===== config.mk =====
export PLATFORM = sky130hd
export DESIGN_NAME = tsb_tag_way
export DESIGN_NICKNAME = d
export VERILOG_FILES = /design/src/rtl/tsb_pkg.sv /design/src/rtl/tsb_bank.sv /design/src/rtl/tsb_steer.sv /design/src/rtl/tsb_rdmux.sv /design/src/rtl/tsb_tag_way.sv
export SDC_FILE = /design/constraint.sdc
export NUM_CORES = 1
export LEC_CHECK = 0
export BUFFER_PORTS_ARGS = -buffer_cell sky130_fd_sc_hd__buf_2
export CORE_MARGIN = 1.5
export CORE_UTILIZATION = 40
export DETAILED_ROUTE_END_ITERATION = 10
export PLACE_DENSITY = 0.67
export SYNTH_ARGS = -nofsm -noshare
export SYNTH_HDL_FRONTEND = slang
export SYNTH_HIERARCHICAL = 1
export SYNTH_SLANG_ARGS = --single-unit

===== constraint.sdc =====
create_clock -name clk -period 3.9 [get_ports clk]
set_input_delay 0.39 -clock clk [delete_from_list [all_inputs] [get_ports clk]]
set_output_delay 0.39 -clock clk [all_outputs]
set_load 0.005 [all_outputs]

===== src/rtl/tsb_pkg.sv =====
package tsb_pkg;
  localparam int HALF_W = 16;
  localparam int WORD_W = 2 * HALF_W;

  typedef enum logic { MODE_CACHE = 1'b0, MODE_SPM = 1'b1 } tsb_mode_e;

  // Captured at read acceptance, steers the response mux one cycle later.
  typedef struct packed {
    tsb_mode_e mode;
    logic      odd;
  } tsb_rsel_t;
endpackage


===== src/rtl/tsb_bank.sv =====
module tsb_bank #(
  parameter int ROWS  = 32,
  parameter int W     = 20,
  parameter int ROW_W = (ROWS > 1) ? $clog2(ROWS) : 1
) (
  input  logic             clk,
  input  logic             rst_n,
  input  logic             we,
  input  logic             re,
  input  logic [ROW_W-1:0] addr,
  input  logic [W-1:0]     wdata,
  output logic [W-1:0]     rdata
);
  logic [W-1:0] mem [ROWS];

  // Storage array is not reset, like a RAM macro; read data is registered
  // and holds its value until the next read enable.
  always_ff @(posedge clk) begin
    if (we) mem[addr] <= wdata;
    if (re) rdata <= mem[addr];
  end

  AST_BANK_RW_EXCL: assert property (@(posedge clk) disable iff (!rst_n)
    !(we && re));
endmodule


===== src/rtl/tsb_steer.sv =====
module tsb_steer
  import tsb_pkg::*;
#(
  parameter int TAG_W = 20
) (
  input  logic              clk,
  input  logic              rst_n,
  input  logic              acc,
  input  logic              write,
  input  logic              spm,
  input  logic              lsb,
  input  logic [TAG_W-1:0]  tag,
  input  logic [WORD_W-1:0] wdata,
  output logic              we_even,
  output logic              we_odd,
  output logic              re_even,
  output logic              re_odd,
  output logic [TAG_W-1:0]  wd_even,
  output logic [TAG_W-1:0]  wd_odd
);
  logic [TAG_W-1:0] hi_ext, lo_ext;

  always_comb begin
    hi_ext = '0;
    lo_ext = '0;
    hi_ext[HALF_W-1:0] = wdata[WORD_W-1:HALF_W];
    lo_ext[HALF_W-1:0] = wdata[HALF_W-1:0];
  end

  always_comb begin
    if (spm) begin
      wd_even = hi_ext;
      wd_odd  = lo_ext;
      we_even = acc && write;
      we_odd  = acc && write;
      re_even = acc && !write;
      re_odd  = acc && !write;
    end else begin
      wd_even = tag;
      wd_odd  = tag;
      we_even = acc && write && !lsb;
      we_odd  = acc && write && lsb;
      re_even = acc && !write && !lsb;
      re_odd  = acc && !write && lsb;
    end
  end

  AST_CACHE_ONE_BANK: assert property (@(posedge clk) disable iff (!rst_n)
    (acc && write && !spm) |-> ((we_even != we_odd) && (we_odd == lsb)));
  AST_SPM_BOTH_BANKS: assert property (@(posedge clk) disable iff (!rst_n)
    (acc && write && spm) |-> (we_even && we_odd
      && (wd_even[HALF_W-1:0] == wdata[WORD_W-1:HALF_W])
      && (wd_odd[HALF_W-1:0] == wdata[HALF_W-1:0])));
  AST_IDLE_NO_WRITE: assert property (@(posedge clk) disable iff (!rst_n)
    !(acc && write) |-> (!we_even && !we_odd));
endmodule


===== src/rtl/tsb_rdmux.sv =====
module tsb_rdmux
  import tsb_pkg::*;
#(
  parameter int TAG_W = 20
) (
  input  tsb_rsel_t         sel,
  input  logic [TAG_W-1:0]  even_q,
  input  logic [TAG_W-1:0]  odd_q,
  output logic [TAG_W-1:0]  tag_o,
  output logic [WORD_W-1:0] word_o
);
  always_comb begin
    tag_o  = '0;
    word_o = '0;
    if (sel.mode == MODE_SPM) word_o = {even_q[HALF_W-1:0], odd_q[HALF_W-1:0]};
    else                      tag_o  = sel.odd ? odd_q : even_q;
  end
endmodule


===== src/rtl/tsb_tag_way.sv =====
module tsb_tag_way
  import tsb_pkg::*;
#(
  parameter int SETS  = 64,
  parameter int TAG_W = 20,  // 16..31
  localparam int IDX_W = $clog2(SETS),
  localparam int ROWS  = SETS / 2,
  localparam int ROW_W = (ROWS > 1) ? $clog2(ROWS) : 1
) (
  input  logic              clk,
  input  logic              rst_n,
  input  logic              req_valid,
  output logic              req_ready,
  input  logic              req_write,
  input  logic              req_spm,
  input  logic [IDX_W-1:0]  req_index,
  input  logic [TAG_W-1:0]  req_tag,
  input  logic [WORD_W-1:0] req_wdata,
  output logic              rsp_valid,
  input  logic              rsp_ready,
  output logic [TAG_W-1:0]  rsp_tag,
  output logic [WORD_W-1:0] rsp_word
);
  logic             acc;
  logic             rsp_valid_q;
  tsb_rsel_t        sel_q;
  logic [1:0]       bank_we, bank_re;
  logic [TAG_W-1:0] bank_wd [2];
  logic [TAG_W-1:0] bank_rd [2];
  logic [ROW_W-1:0] row;

  assign req_ready = !rsp_valid_q || rsp_ready;
  assign acc       = req_valid && req_ready;
  assign row       = ROW_W'(req_index >> 1);

  tsb_steer #(.TAG_W(TAG_W)) u_steer (
    .clk(clk), .rst_n(rst_n), .acc(acc), .write(req_write), .spm(req_spm),
    .lsb(req_index[0]), .tag(req_tag), .wdata(req_wdata),
    .we_even(bank_we[0]), .we_odd(bank_we[1]),
    .re_even(bank_re[0]), .re_odd(bank_re[1]),
    .wd_even(bank_wd[0]), .wd_odd(bank_wd[1])
  );

  // Bank 0 holds even sets, bank 1 holds odd sets.
  for (genvar b = 0; b < 2; b++) begin : g_bank
    tsb_bank #(.ROWS(ROWS), .W(TAG_W), .ROW_W(ROW_W)) u_bank (
      .clk(clk), .rst_n(rst_n), .we(bank_we[b]), .re(bank_re[b]),
      .addr(row), .wdata(bank_wd[b]), .rdata(bank_rd[b])
    );
  end

  always_ff @(posedge clk) begin
    if (!rst_n) begin
      rsp_valid_q <= 1'b0;
      sel_q       <= '{mode: MODE_CACHE, odd: 1'b0};
    end else if (acc && !req_write) begin
      rsp_valid_q <= 1'b1;
      sel_q       <= '{mode: tsb_mode_e'(req_spm), odd: req_index[0]};
    end else if (rsp_ready) begin
      rsp_valid_q <= 1'b0;
    end
  end

  assign rsp_valid = rsp_valid_q;

  tsb_rdmux #(.TAG_W(TAG_W)) u_rdmux (
    .sel(sel_q), .even_q(bank_rd[0]), .odd_q(bank_rd[1]),
    .tag_o(rsp_tag), .word_o(rsp_word)
  );

  AST_RSP_HOLD: assert property (@(posedge clk) disable iff (!rst_n)
    (rsp_valid && !rsp_ready) |=> (rsp_valid && $stable(rsp_tag) && $stable(rsp_word)));
  AST_RD_LATENCY: assert property (@(posedge clk) disable iff (!rst_n)
    (req_valid && req_ready && !req_write) |=> rsp_valid);
  AST_WR_SILENT: assert property (@(posedge clk) disable iff (!rst_n)
    (req_valid && req_ready && req_write) |=> !rsp_valid);
  AST_STALL_NO_WRITE: assert property (@(posedge clk) disable iff (!rst_n)
    (rsp_valid && !rsp_ready) |-> (bank_we == 2'b00));
endmodule


==> metrics.txt <==
Sw Share=21.3%; synthesized netlist cell count=2,870; hold path start=req_tag[18]; area grow syn2layout=14.8%; Crit. End Element=register; Non-Filler Instances=4,896; DRC=0; Reg power frac=54.2%; worst-path fanout max=25; Cells after DPL=4,656; Routed WL=around 130,000 microns; Reg clk slew, reported paths=0.07 ns; Hold Crit Class=in2reg; Core Util, Final=46.3%; number of fill cells=10,600; fmax=0.302 GHz; antenna-violating nets left=0; vias in the first global route=26,500; TNS Setup=0 ns; Sink Count=1,323; Clock Latency Late Sink=0.74 ns; first-pass GRT wire length=around 190,000 microns; Post-Syn Area per Cell=17.9 sq um; commonest non-fill, non-tap cell in the layout=edfxtp_1; Die Span Y=roughly 360 microns; startpoint types=input port; synth unique cells=29; initial core utilization=40.3%; hold depth=2; EDFF count, synth=around 1,300; CTS tree=yes; WP data required=4.33 ns; skew final=0.0226 ns; FF-to-FF setup slack=~1.0 ns; Final Max Tran Viols=0; Max-Slew Margin vs Limit=5.96%; Clock Root Buffer=clkbuf_16; die width=362 microns; Synth async-reset ratio=0%; pin count of the biggest net entering global routing=87; Boundary Pins=118; # port buffers=117; DR iter-0 viols=roughly 3,200; Worst Hold End=g_bank[1].u_bank/mem[9][18]; # Post-CTS Setup Buffers=0; run status=completed; Switch Pwr=0.00625 W; Main synth FF type=edfxtp_1; Core ar.=128,000 sq um; worst r2r path cells=7; Critical Setup Path Class=in2reg; Hold Vio Cnt, Final=0; most frequent cells in the layout=edfxtp_1, mux2i_1, o22ai_1, buf_4, clkbuf_16; Nets=3,201; power consumption=0.0294 W; RePlAce Congestion=0.832; GRT overflow=0; H-tree Lvls=4; Worst-Margin Slew=about 1.4 ns; Yosys Warn Count=6; setup violators final=0; Via density=5.61; CP arrival=3.74 ns; die area=131,000 sq um; PwrDens=about 500 nW/um^2; Hold-fix buffers, CTS=8; Internal Pwr Total=0.0231 W; combinational share of power=5.2%; All-Layer GR Usage=19.5%; max-cap viol count=0; Initial DRT Pass Iterations=5; RSZ-0062 raised after global routing=no; crit path time final=3.31 ns; Mapped Nets=2,934; VDD IR-drop max=0.369 mV; CTS buffer count=132; Seq cells post-synth=1,323; Leak=20.1 nW; CTS Buffer Depth=3; initial antenna violation count=5; layout cells sized above 1=17.2%; reg-to-reg critical path startpoint=rsp_valid; Via Count=27,400; post-cts sizing count=0; worst reg2reg path endpoint=g_bank[1].u_bank/mem[21][3]; HPWL Detailed=78,500 microns; clock group share of total power=40.6%; Netlist Area Pre-Place=51,400 sq um; post-synthesis sequential area ratio=77.2%; FP Rows=131; mean routed wirelength per cell=26.3 microns; period utilisation layout=84.9%
==> logic make-up (layout without fill, tap and decap cells) <==
kind of cell,count (synthesis),in the layout,synth area share (%)
buffers and inverters,171,531,1.70
muxes,662,662,12.9
DFF,1323,1323,77.2
AOI/OAI and AO/OA,321,321,3.91
other,0,4,0
and+or+nand+nor,393,393,4.30
==> worst max-delay path by stage <==
stage	slack, ns	cells past startpoint	start	to
final	0.59	6	req_index[4]	g_bank[1].u_bank/rdata[14]
after global routing	0.57	6	req_index[4]	g_bank[1].u_bank/rdata[14]
after CTS	0.78	6	req_index[4]	g_bank[1].u_bank/rdata[14]
after detailed placement	0.04	6	req_index[4]	g_bank[1].u_bank/rdata[14]
after global placement	0.16	6	req_index[4]	g_bank[1].u_bank/rdata[4]
after floorplan	0.56	7	rsp_ready	g_bank[1].u_bank/mem[24][0]
==> layout make-up <==
type                       count  area (sq um)  area share [%]
clock inverter                57           497           0.841
multi-input combinational   1376         11100            18.7
sequential                  1323         39700            67.2
timing repair buffer         304          2160            3.65
clock buffer                 170          3530            5.98
antenna                        4          10.0          0.0170
tap                         1662          2080            3.52
==> registers in the layout, summed over array words and instances (netlist names) <==
name	cells
g_bank.u_bank/mem	1280
rsp_valid	1
g_bank.u_bank/rdata	40
sel_q	2
==> synth_stat cells (all sizes together) (4+ instances only) <==
library cell	n	area [sq um]
and2	33	208
buf	140	752
clkbuf	31	120
edfxtp	1320	39600
mux2i	662	6630
nand2	113	424
nand2b	18	218
nand3	4	20.0
nand3b	9	80.1
nand4b	8	70.1
nand4bb	12	135
nor2	83	312
nor2b	5	31.3
nor3	8	40.0
nor4	80	500
o22ai	320	2000
or3b	6	52.6
or4b	8	80.1
==> per-layer routing <==
metal,up-vias,global-route usage [%],part of all wire (%)
met2,1271,29.2,45
li1,12000,-,-
met1,13900,28.4,43
met3,201,4.51,9.6
met4,2,5.82,2.4
met5,-,0,0.0070
==> per-stage QoR <==
| stage | setup WS, ns | cell area (sq um) | hold WS, ns |
|---|---|---|---|
| after floorplan | 0.558 | 51400 | 0.476 |
| after global placement | 0.158 | 54900 | 0.546 |
| after detailed placement | 0.0363 | 54900 | 0.556 |
| after CTS | 0.779 | 59000 | 0.147 |
| after global routing | 0.571 | 59000 | 0.178 |
| final | 0.589 | 59000 | 0.176 |
==> critical path, cell delays in order <==
cell,delay [ns]
buf_2,0.43
buf_4,0.34
nand4bb_1,1.02
o22ai_1,0.26
nor4_1,1.10
nand2_1,0.16
==> power groups by stage <==
stage / combinational, W / clock, W / sequential [W]
after floorplan: 0.000872 / 0 / 0.0162
after global placement: 0.00148 / 0 / 0.0162
after detailed placement: 0.00151 / 0 / 0.0162
after CTS: 0.00152 / 0.0121 / 0.0159
after global routing: 0.00163 / 0.0127 / 0.0159
final: 0.00152 / 0.0119 / 0.0159
No activity file was read; power rests on OpenSTA's default activity.
